[config.mk]
export PLATFORM = sky130hd
export DESIGN_NAME = thermal_scan_ctrl
export DESIGN_NICKNAME = d
export VERILOG_FILES = /design/src/rtl/thermal_scan_pkg.sv /design/src/rtl/ts_tick_timer.sv /design/src/rtl/ts_scan_seq.sv /design/src/rtl/ts_chan_mon.sv /design/src/rtl/thermal_scan_ctrl.sv
export SDC_FILE = /design/constraint.sdc
export NUM_CORES = 1
export LEC_CHECK = 0
export BUFFER_PORTS_ARGS = -buffer_cell sky130_fd_sc_hd__buf_2
export CORE_ASPECT_RATIO = 0.9
export CORE_MARGIN = 3
export CORE_UTILIZATION = 68
export DETAILED_ROUTE_END_ITERATION = 8
export PLACE_DENSITY = 0.93
export SLEW_MARGIN = 20
export SYNTH_ARGS = -nofsm -noshare
export SYNTH_HDL_FRONTEND = slang
export SYNTH_HIERARCHICAL = 1
export SYNTH_SLANG_ARGS = --single-unit
[constraint.sdc]
create_clock -name clk -period 4.3 [get_ports clk]
set_clock_uncertainty 0.1 [all_clocks]
set_input_delay 0.645 -clock clk [delete_from_list [all_inputs] [get_ports clk]]
set_output_delay 0.645 -clock clk [all_outputs]
set_load 0.01 [all_outputs]
[src/rtl/thermal_scan_pkg.sv]
package thermal_scan_pkg;
   localparam logic [7:0] A_CTRL  = 8'h04;
   localparam logic [7:0] A_IEN   = 8'h08;
   localparam logic [7:0] A_PEND  = 8'h0C;
   localparam logic [7:0] A_DATA  = 8'h20;
   localparam logic [7:0] A_ITHR  = 8'h30;
   localparam logic [7:0] A_STHR  = 8'h40;
   localparam logic [7:0] A_IDBC  = 8'h60;
   localparam logic [7:0] A_SDBC  = 8'h64;
   localparam logic [7:0] A_PNORM = 8'h68;
   localparam logic [7:0] A_PHOT  = 8'h6C;
   localparam int B_SRC    = 4;
   localparam int B_POL    = 8;
   localparam int B_GPIO   = 4;
   localparam int B_RST    = 8;
   localparam int B_SHFLAG = 8;
   typedef enum logic {SEQ_IDLE, SEQ_SCAN} seq_state_e;
endpackage

[src/rtl/ts_tick_timer.sv]
module ts_tick_timer #(
   parameter int TICK_DIV = 4,
   parameter int PER_W    = 16
) (
   input  logic             clk,
   input  logic             rst_n,
   input  logic             en,
   input  logic             hot,
   input  logic [PER_W-1:0] norm_per,
   input  logic [PER_W-1:0] hot_per,
   output logic             start
);
   logic             unit_tick;
   logic [PER_W-1:0] per_q;

   generate
      if (TICK_DIV < 1) begin : g_bad_div
         $error("TICK_DIV must be at least 1");
      end else if (TICK_DIV == 1) begin : g_nodiv
         assign unit_tick = 1'b1;
      end else begin : g_div
         localparam int PW = $clog2(TICK_DIV);
         logic [PW-1:0] pres_q;
         always_ff @(posedge clk or negedge rst_n) begin
            if (!rst_n)                          pres_q <= '0;
            else if (!en)                        pres_q <= '0;
            else if (pres_q == PW'(TICK_DIV-1))  pres_q <= '0;
            else                                 pres_q <= pres_q + 1'b1;
         end
         assign unit_tick = (pres_q == PW'(TICK_DIV-1));
      end
   endgenerate

   always_ff @(posedge clk or negedge rst_n) begin
      if (!rst_n)           per_q <= '0;
      else if (!en)         per_q <= '0;
      else if (per_q == '0) per_q <= hot ? hot_per : norm_per;
      else if (unit_tick)   per_q <= per_q - 1'b1;
   end

   assign start = en && (per_q == '0);

   // the count only rises by a reload taken at zero
   assert_per_reload_R10: assert property (@(posedge clk) disable iff (!rst_n)
      (per_q > $past(per_q)) |-> ($past(per_q) == '0));
endmodule

[src/rtl/ts_scan_seq.sv]
module ts_scan_seq
   import thermal_scan_pkg::*;
#(
   parameter int NUM_CH = 3,
   localparam int CH_W = (NUM_CH > 1) ? $clog2(NUM_CH) : 1
) (
   input  logic              clk,
   input  logic              rst_n,
   input  logic              en,
   input  logic              start,
   input  logic [NUM_CH-1:0] src_en,
   input  logic              adc_ack,
   output logic              adc_req,
   output logic [CH_W-1:0]   adc_ch,
   output logic              res_vld,
   output logic [CH_W-1:0]   res_ch
);
   seq_state_e        state_q;
   logic [NUM_CH-1:0] todo_q, avail;
   logic [CH_W-1:0]   pick;

   assign avail = todo_q & src_en;

   always_comb begin
      pick = '0;
      for (int i = NUM_CH-1; i >= 0; i--)
         if (avail[i]) pick = CH_W'(i);
   end

   always_ff @(posedge clk or negedge rst_n) begin
      if (!rst_n) begin
         state_q <= SEQ_IDLE;
         todo_q  <= '0;
         adc_req <= 1'b0;
         adc_ch  <= '0;
      end else begin
         case (state_q)
            SEQ_IDLE: if (start && en) begin
               todo_q  <= src_en;
               state_q <= SEQ_SCAN;
            end
            default: begin
               if (adc_req) begin
                  if (adc_ack) begin
                     adc_req        <= 1'b0;
                     todo_q[adc_ch] <= 1'b0;
                  end
               end else if (!en || avail == '0) begin
                  todo_q  <= '0;
                  state_q <= SEQ_IDLE;
               end else begin
                  adc_req <= 1'b1;
                  adc_ch  <= pick;
               end
            end
         endcase
      end
   end

   assign res_vld = adc_req && adc_ack;
   assign res_ch  = adc_ch;

   assert_req_hold_R3: assert property (@(posedge clk) disable iff (!rst_n)
      (adc_req && !adc_ack) |=> (adc_req && $stable(adc_ch)));
endmodule

[src/rtl/ts_chan_mon.sv]
module ts_chan_mon #(
   parameter int CODE_W = 12,
   parameter int DBC_W  = 8
) (
   input  logic              clk,
   input  logic              rst_n,
   input  logic              vld,
   input  logic [CODE_W-1:0] code,
   input  logic [CODE_W-1:0] int_thr,
   input  logic [CODE_W-1:0] shut_thr,
   input  logic [DBC_W-1:0]  int_dbc,
   input  logic [DBC_W-1:0]  shut_dbc,
   output logic              int_fire,
   output logic              shut_fire,
   output logic              busy,
   output logic [CODE_W-1:0] data
);
   logic [DBC_W-1:0] icnt_q, scnt_q, ieff, seff;
   logic             ihot, shot;

   // a zero count behaves as one sample
   assign ieff = (int_dbc  == '0) ? DBC_W'(1) : int_dbc;
   assign seff = (shut_dbc == '0) ? DBC_W'(1) : shut_dbc;
   assign ihot = code < int_thr;
   assign shot = code < shut_thr;

   assign int_fire  = vld && ihot && (DBC_W'(icnt_q + 1'b1) == ieff);
   assign shut_fire = vld && shot && (DBC_W'(scnt_q + 1'b1) == seff);
   assign busy      = (icnt_q != '0) || (scnt_q != '0);

   always_ff @(posedge clk or negedge rst_n) begin
      if (!rst_n) begin
         icnt_q <= '0;
         scnt_q <= '0;
         data   <= '0;
      end else if (vld) begin
         data   <= code;
         icnt_q <= !ihot ? '0 : ((icnt_q < ieff) ? icnt_q + 1'b1 : icnt_q);
         scnt_q <= !shot ? '0 : ((scnt_q < seff) ? scnt_q + 1'b1 : scnt_q);
      end
   end

   assert_data_upd_R4: assert property (@(posedge clk) disable iff (!rst_n)
      !$stable(data) |-> $past(vld));
   assert_cnt_step_R5: assert property (@(posedge clk) disable iff (!rst_n)
      (icnt_q > $past(icnt_q)) |-> $past(vld && ihot));
endmodule

[src/rtl/thermal_scan_ctrl.sv]
module thermal_scan_ctrl
   import thermal_scan_pkg::*;
#(
   parameter int NUM_CH   = 3,
   parameter int CODE_W   = 12,
   parameter int PER_W    = 16,
   parameter int DBC_W    = 8,
   parameter int TICK_DIV = 4,
   parameter int DEF_NORM = 250,
   parameter int DEF_HOT  = 50,
   parameter int DEF_DBC  = 4,
   localparam int CH_W = (NUM_CH > 1) ? $clog2(NUM_CH) : 1
) (
   input  logic              clk,
   input  logic              rst_n,
   input  logic              bus_wr,
   input  logic [7:0]        bus_addr,
   input  logic [31:0]       bus_wdata,
   output logic [31:0]       bus_rdata,
   output logic              adc_req,
   output logic [CH_W-1:0]   adc_ch,
   input  logic              adc_ack,
   input  logic [CODE_W-1:0] adc_code,
   output logic              irq,
   output logic              shut_gpio,
   output logic              shut_rst
);
   generate
      if (NUM_CH < 1 || NUM_CH > 4) begin : g_bad_ch
         $error("NUM_CH must lie in 1..4");
      end
      if (CODE_W > 16 || PER_W > 16 || DBC_W > 16) begin : g_bad_w
         $error("CODE_W, PER_W and DBC_W must not exceed 16");
      end
   endgenerate

   logic              glb_en_q, pol_q, shflag_q, lat_gpio_q, lat_rst_q;
   logic [NUM_CH-1:0] src_en_q, ien_q, route_gpio_q, route_rst_q, pend_q;
   logic [CODE_W-1:0] ithr_q [NUM_CH];
   logic [CODE_W-1:0] sthr_q [NUM_CH];
   logic [CODE_W-1:0] data_w [NUM_CH];
   logic [DBC_W-1:0]  idbc_q, sdbc_q;
   logic [PER_W-1:0]  pnorm_q, phot_q;
   logic [NUM_CH-1:0] int_fire, shut_fire, mon_busy;
   logic              start, res_vld, wr_pend, hot;
   logic [CH_W-1:0]   res_ch;
   logic              unused_bus;

   assign unused_bus = ^bus_wdata;
   assign wr_pend    = bus_wr && (bus_addr == A_PEND);
   assign hot        = |(src_en_q & mon_busy);

   // configuration registers
   always_ff @(posedge clk or negedge rst_n) begin
      if (!rst_n) begin
         glb_en_q     <= 1'b0;
         pol_q        <= 1'b0;
         src_en_q     <= '0;
         ien_q        <= '0;
         route_gpio_q <= '0;
         route_rst_q  <= '0;
         idbc_q       <= DBC_W'(DEF_DBC);
         sdbc_q       <= DBC_W'(DEF_DBC);
         pnorm_q      <= PER_W'(DEF_NORM);
         phot_q       <= PER_W'(DEF_HOT);
         for (int i = 0; i < NUM_CH; i++) begin
            ithr_q[i] <= '0;
            sthr_q[i] <= '0;
         end
      end else if (bus_wr) begin
         if (bus_addr == A_CTRL) begin
            glb_en_q <= bus_wdata[0];
            src_en_q <= bus_wdata[B_SRC +: NUM_CH];
            pol_q    <= bus_wdata[B_POL];
         end
         if (bus_addr == A_IEN) begin
            ien_q        <= bus_wdata[0 +: NUM_CH];
            route_gpio_q <= bus_wdata[B_GPIO +: NUM_CH];
            route_rst_q  <= bus_wdata[B_RST +: NUM_CH];
         end
         if (bus_addr == A_IDBC)  idbc_q  <= bus_wdata[DBC_W-1:0];
         if (bus_addr == A_SDBC)  sdbc_q  <= bus_wdata[DBC_W-1:0];
         if (bus_addr == A_PNORM) pnorm_q <= bus_wdata[PER_W-1:0];
         if (bus_addr == A_PHOT)  phot_q  <= bus_wdata[PER_W-1:0];
         for (int i = 0; i < NUM_CH; i++) begin
            if (bus_addr == A_ITHR + 8'(4*i)) ithr_q[i] <= bus_wdata[CODE_W-1:0];
            if (bus_addr == A_STHR + 8'(4*i)) sthr_q[i] <= bus_wdata[CODE_W-1:0];
         end
      end
   end

   // event state: pending bits, shutdown flag, shutdown latches
   always_ff @(posedge clk or negedge rst_n) begin
      if (!rst_n) begin
         pend_q     <= '0;
         shflag_q   <= 1'b0;
         lat_gpio_q <= 1'b0;
         lat_rst_q  <= 1'b0;
      end else begin
         pend_q     <= (wr_pend ? (pend_q & bus_wdata[NUM_CH-1:0]) : pend_q) | int_fire;
         shflag_q   <= (wr_pend ? 1'b0 : shflag_q) | (|shut_fire);
         lat_gpio_q <= lat_gpio_q | (|(shut_fire & route_gpio_q));
         lat_rst_q  <= lat_rst_q  | (|(shut_fire & route_rst_q));
      end
   end

   assign irq       = |(pend_q & ien_q);
   assign shut_gpio = pol_q ? lat_gpio_q : ~lat_gpio_q;
   assign shut_rst  = pol_q ? lat_rst_q  : ~lat_rst_q;

   always_comb begin
      bus_rdata = '0;
      case (bus_addr)
         A_CTRL: begin
            bus_rdata[0]               = glb_en_q;
            bus_rdata[B_SRC +: NUM_CH] = src_en_q;
            bus_rdata[B_POL]           = pol_q;
         end
         A_IEN: begin
            bus_rdata[0 +: NUM_CH]      = ien_q;
            bus_rdata[B_GPIO +: NUM_CH] = route_gpio_q;
            bus_rdata[B_RST +: NUM_CH]  = route_rst_q;
         end
         A_PEND: begin
            bus_rdata[0 +: NUM_CH] = pend_q;
            bus_rdata[B_SHFLAG]    = shflag_q;
         end
         A_IDBC:  bus_rdata[DBC_W-1:0] = idbc_q;
         A_SDBC:  bus_rdata[DBC_W-1:0] = sdbc_q;
         A_PNORM: bus_rdata[PER_W-1:0] = pnorm_q;
         A_PHOT:  bus_rdata[PER_W-1:0] = phot_q;
         default: ;
      endcase
      for (int i = 0; i < NUM_CH; i++) begin
         if (bus_addr == A_DATA + 8'(4*i)) bus_rdata[CODE_W-1:0] = data_w[i];
         if (bus_addr == A_ITHR + 8'(4*i)) bus_rdata[CODE_W-1:0] = ithr_q[i];
         if (bus_addr == A_STHR + 8'(4*i)) bus_rdata[CODE_W-1:0] = sthr_q[i];
      end
   end

   ts_tick_timer #(.TICK_DIV(TICK_DIV), .PER_W(PER_W)) i_timer (
      .clk(clk), .rst_n(rst_n), .en(glb_en_q), .hot(hot),
      .norm_per(pnorm_q), .hot_per(phot_q), .start(start));

   ts_scan_seq #(.NUM_CH(NUM_CH)) i_seq (
      .clk(clk), .rst_n(rst_n), .en(glb_en_q), .start(start), .src_en(src_en_q),
      .adc_ack(adc_ack), .adc_req(adc_req), .adc_ch(adc_ch),
      .res_vld(res_vld), .res_ch(res_ch));

   generate
      for (genvar g = 0; g < NUM_CH; g++) begin : g_mon
         ts_chan_mon #(.CODE_W(CODE_W), .DBC_W(DBC_W)) i_mon (
            .clk(clk), .rst_n(rst_n),
            .vld(res_vld && (res_ch == CH_W'(g))), .code(adc_code),
            .int_thr(ithr_q[g]), .shut_thr(sthr_q[g]),
            .int_dbc(idbc_q), .shut_dbc(sdbc_q),
            .int_fire(int_fire[g]), .shut_fire(shut_fire[g]),
            .busy(mon_busy[g]), .data(data_w[g]));
      end
   endgenerate

   assert_shut_hold_R8: assert property (@(posedge clk) disable iff (!rst_n)
      !$fell(lat_gpio_q) && !$fell(lat_rst_q));
   assert_pend_src_R5: assert property (@(posedge clk) disable iff (!rst_n)
      (|(pend_q & ~$past(pend_q))) |-> $past(res_vld));
endmodule

==> metrics.md <==
| Metric | Value |
|---|---|
| Pint | 4.33 mW |
| Share of the synthesized area in the top cell type | 0.339 |
| Sequential cell area fraction in the yosys report | 0.355 |
| Routability cong. | 1.02 |
| Largest net degree at the start of global routing | 111 |
| Fraction of synthesized cell area in xor and xnor cells | 0.0372 |
| Tcrit/Tclk final | 0.891 |
| Crit path DAT | 3.09 ns |
| Yosys top cell by area | dfrtp_1 |
| Register bit total from synthesis | around 250 |
| RSZ-0062 raised after global routing | false |
| Top-level port count | 94 |
| Iter 0 DRT Violations | 1893 |
| Initial antenna violation count | 1 |
| R2R setup slack | 1.27 ns |
| Simple-gate area share of the yosys netlist | 0.154 |
| Std cell rows | 55 |
| Hpwl dp | 36900 um |
| Setup ws final | 0.469 ns |
| Cts bufs inserted | 27 |
| FF-to-FF path depth | 10 |
| Die X | roughly 180 um |
| Post-CTS resize count | 0 |
| Post-CTS Hold Buffers | 0 |
| Layout cell share with drive strength beyond 1 | 0.205 |
| Post-Syn Instances | 1757 |
| WL final | around 53000 um |
| Die Footprint | 27800 um^2 |
| VDD IR max | around 0.38 mV |
| Post-synth EDFFs | 0 |
| Layout Nets | 1960 |
| Die Y | roughly 160 um |
| Setup TNS Final | 0 ns |
| Hold Crit Class | in2async |
| Adder-cell share of the synthesized area | 0.0917 |
| Synth cell count leaders | dfrtp_1 (238), mux2_2 (161), inv_1 (145) |
| Pre-CTS WS | 0.620 ns |
| Fmax | about 260 MHz |
| Post-CTS Setup Bufs | 0 |
| Pleak | between 8 and 9 nW |
| Mux cell area share after synthesis | 0.138 |
| Finished Cell Area | 18900 um^2 |
| Synth Area in Compound Gates | 0.157 |
| Initial Util | 0.695 |
| DRC violation count after routing | 0 |
| Fin crit period | 3.83 ns |
| Kind of critical path | in2out |
| First-pass GRT wire length | between 80000 and 90000 um |
| CTS max path bufs | 3 |
| Final setup violation count | 0 |
| DP Cell Count | 2088 |
| Synth Warn # | 6 |
| Switching share of total power | 0.270 |
| Non-Filler Instances | 2138 |
| Core ar. | around 25000 um^2 |
| Critical R2R Launch | g_mon[1].i_mon/scnt_q[0]$_DFFE_PN0P_ |
| GRT overflow | 0 |
| Number of H-tree levels | 1 |
| Area growth, synth to finish | 7.59% |
| GRT Overall Usage | 0.374 |
| Clk Latency, worst-skew pair | 0.55 ns |
| Vias in the first global route | 14600 |
| Syn avg cell area | 10.0 um^2 |
| CTS clk-pin slew, worst paths | 0.06 ns |
| Vias per cell | 6.96 |
| Worst Path Max Fanout | 21 |
| CTS sink count | 249 |
| Crit path capture type | output pin |
| NetSw | roughly 1.6 mW |
| Part of the power in combinational logic | 0.131 |
| IO buf count | 61 |
| Post-synth top flop | dfrtp_1 |
| Slew Viols, Final | 0 |
| Synth cell types | 106 |
| Clk network pwr share | 0.447 |
| Max Cap Viol | 0 |
| Crit path required time | 3.56 ns |
| Async S/R FF share, synth | 1.00 |
| Main combinational cell family by area after synthesis | compound AO/OA/AOI/OAI gates |
| Sequential share of power | 0.422 |
| Wire per inst | 24.7 um |
| Critical Path Source Type | primary input |
| Hold Worst Slack | 0.0688 ns |
| Pre-antenna DRT Iters | 8 |
| Slew headroom | 0.419 |
| Final Hold Vio Count | 0 |
| Pwr dens | between 300 and 400 nW/um^2 |
| Cell Area, Placed | 17900 um^2 |
| Slew @ Worst Pin | slightly below 0.9 ns |
| Final ANT Viol Nets | 0 |
| Netlist Area Pre-Place | 17600 um^2 |
| Outcome | completed |
| Clock root buffer | clkbuf_16 |
| Routed via count | 14900 |
| Top cells by area, synth | dfrtp_1 (34%), mux2_2 (10%), ha_1 (9.2%) |
| Top-count cell post-synth | dfrtp_1 |
| CTS tree | built |
| Reg2reg end | i_timer/per_q[14]$_DFFE_PN0P_ |
==> how the worst max path moves through the flow <==
stage	start	end	slack [ns]	depth (start not counted)
after global routing	bus_addr[5]	bus_rdata[2]	0.45	7
after CTS	bus_addr[6]	bus_rdata[2]	0.61	7
after global placement	bus_addr[6]	bus_rdata[2]	0.61	7
final	bus_addr[5]	bus_rdata[2]	0.47	7
after detailed placement	bus_addr[6]	bus_rdata[2]	0.62	7
after floorplan	bus_addr[0]	bus_rdata[1]	1.30	7
==> critical path, cell delays in order <==
cell	delay (ns)
buf_2	0.37
nor4b_4	0.71
nand2_1	0.36
o211ai_1	0.28
o211ai_1	0.17
a221oi_1	0.34
buf_2	0.19
==> state kept, by name, indices dropped and copies added (netlist names), 8 cells and up <==
signal              cells
idbc_q                  8
sdbc_q                  8
i_timer/per_q          16
phot_q                 16
g_mon.i_mon/icnt_q     24
sthr_q                 36
g_mon.i_mon/data       36
ithr_q                 36
pnorm_q                16
g_mon.i_mon/scnt_q     24
==> power groups by stage <==
stage	combinational, mW	sequential, mW	clock, mW
2_1_floorplan	0.530	2.50	0
3_3_place_gp	0.715	2.54	0
3_5_place_dp	0.754	2.54	0
4_1_cts	0.763	2.50	2.66
5_1_grt	0.849	2.51	2.75
6_report	0.779	2.51	2.65
==> cells in the final DEF, fill, tap and decap left out, types with 13 or more instances in the layout <==
master	count
xnor2_1	43
and3_1	19
nand3_1	50
inv_1	145
a31oi_1	13
nand2_1	70
mux2_2	161
nor2_1	84
nand4_1	36
a21o_1	21
buf_2	60
nor4_1	15
o21ai_0	71
dfrtp_1	238
mux2i_1	18
mux2_1	30
a21oi_1	66
ha_1	129
nor3_1	22
nor2b_1	24
xor2_1	28
buf_4	16
conb_1	16
o211ai_1	40
nand2b_1	42
clkbuf_16	27
==> layout make-up <==
| class | count | area [um^2] |
|---|---|---|
| Tap cell | 342 | 428 |
| Clock buffer | 36 | 779 |
| Antenna cell | 1 | 2.50 |
| Sequential cell | 249 | 6240 |
| Inverter | 145 | 544 |
| Timing Repair Buffer | 79 | 475 |
| Clock inverter | 13 | 231 |
| Fill cell | 1723 | 6400 |
| Multi-Input combinational cell | 1273 | 10200 |
==> kinds of logic after synthesis <==
| group | Yosys count |
|---|---|
| and+or+nand+nor | 457 |
| AOI/OAI and AO/OA | 385 |
| buffers and inverters | 250 |
| DFF | 249 |
| muxes | 213 |
| adders and majority gates | 129 |
| xor gates and xnor gates | 73 |
| other | 1 |
==> per-layer routing <==
layer | GRT usage | part of all wire
met1 | 0.489 | 0.38
met4 | 0.213 | 0.066
met3 | 0.0558 | 0.097
met5 | 0 | 0
met2 | 0.603 | 0.46
==> stage by stage <==
step	power, mW	util
2_1_floorplan	3.03	-
3_3_place_gp	3.25	0.707
3_5_place_dp	3.30	0.707
4_1_cts	5.92	0.747
5_1_grt	6.11	0.747
6_report	5.94	0.747
Note: power is estimated with default switching activity, not from simulation.
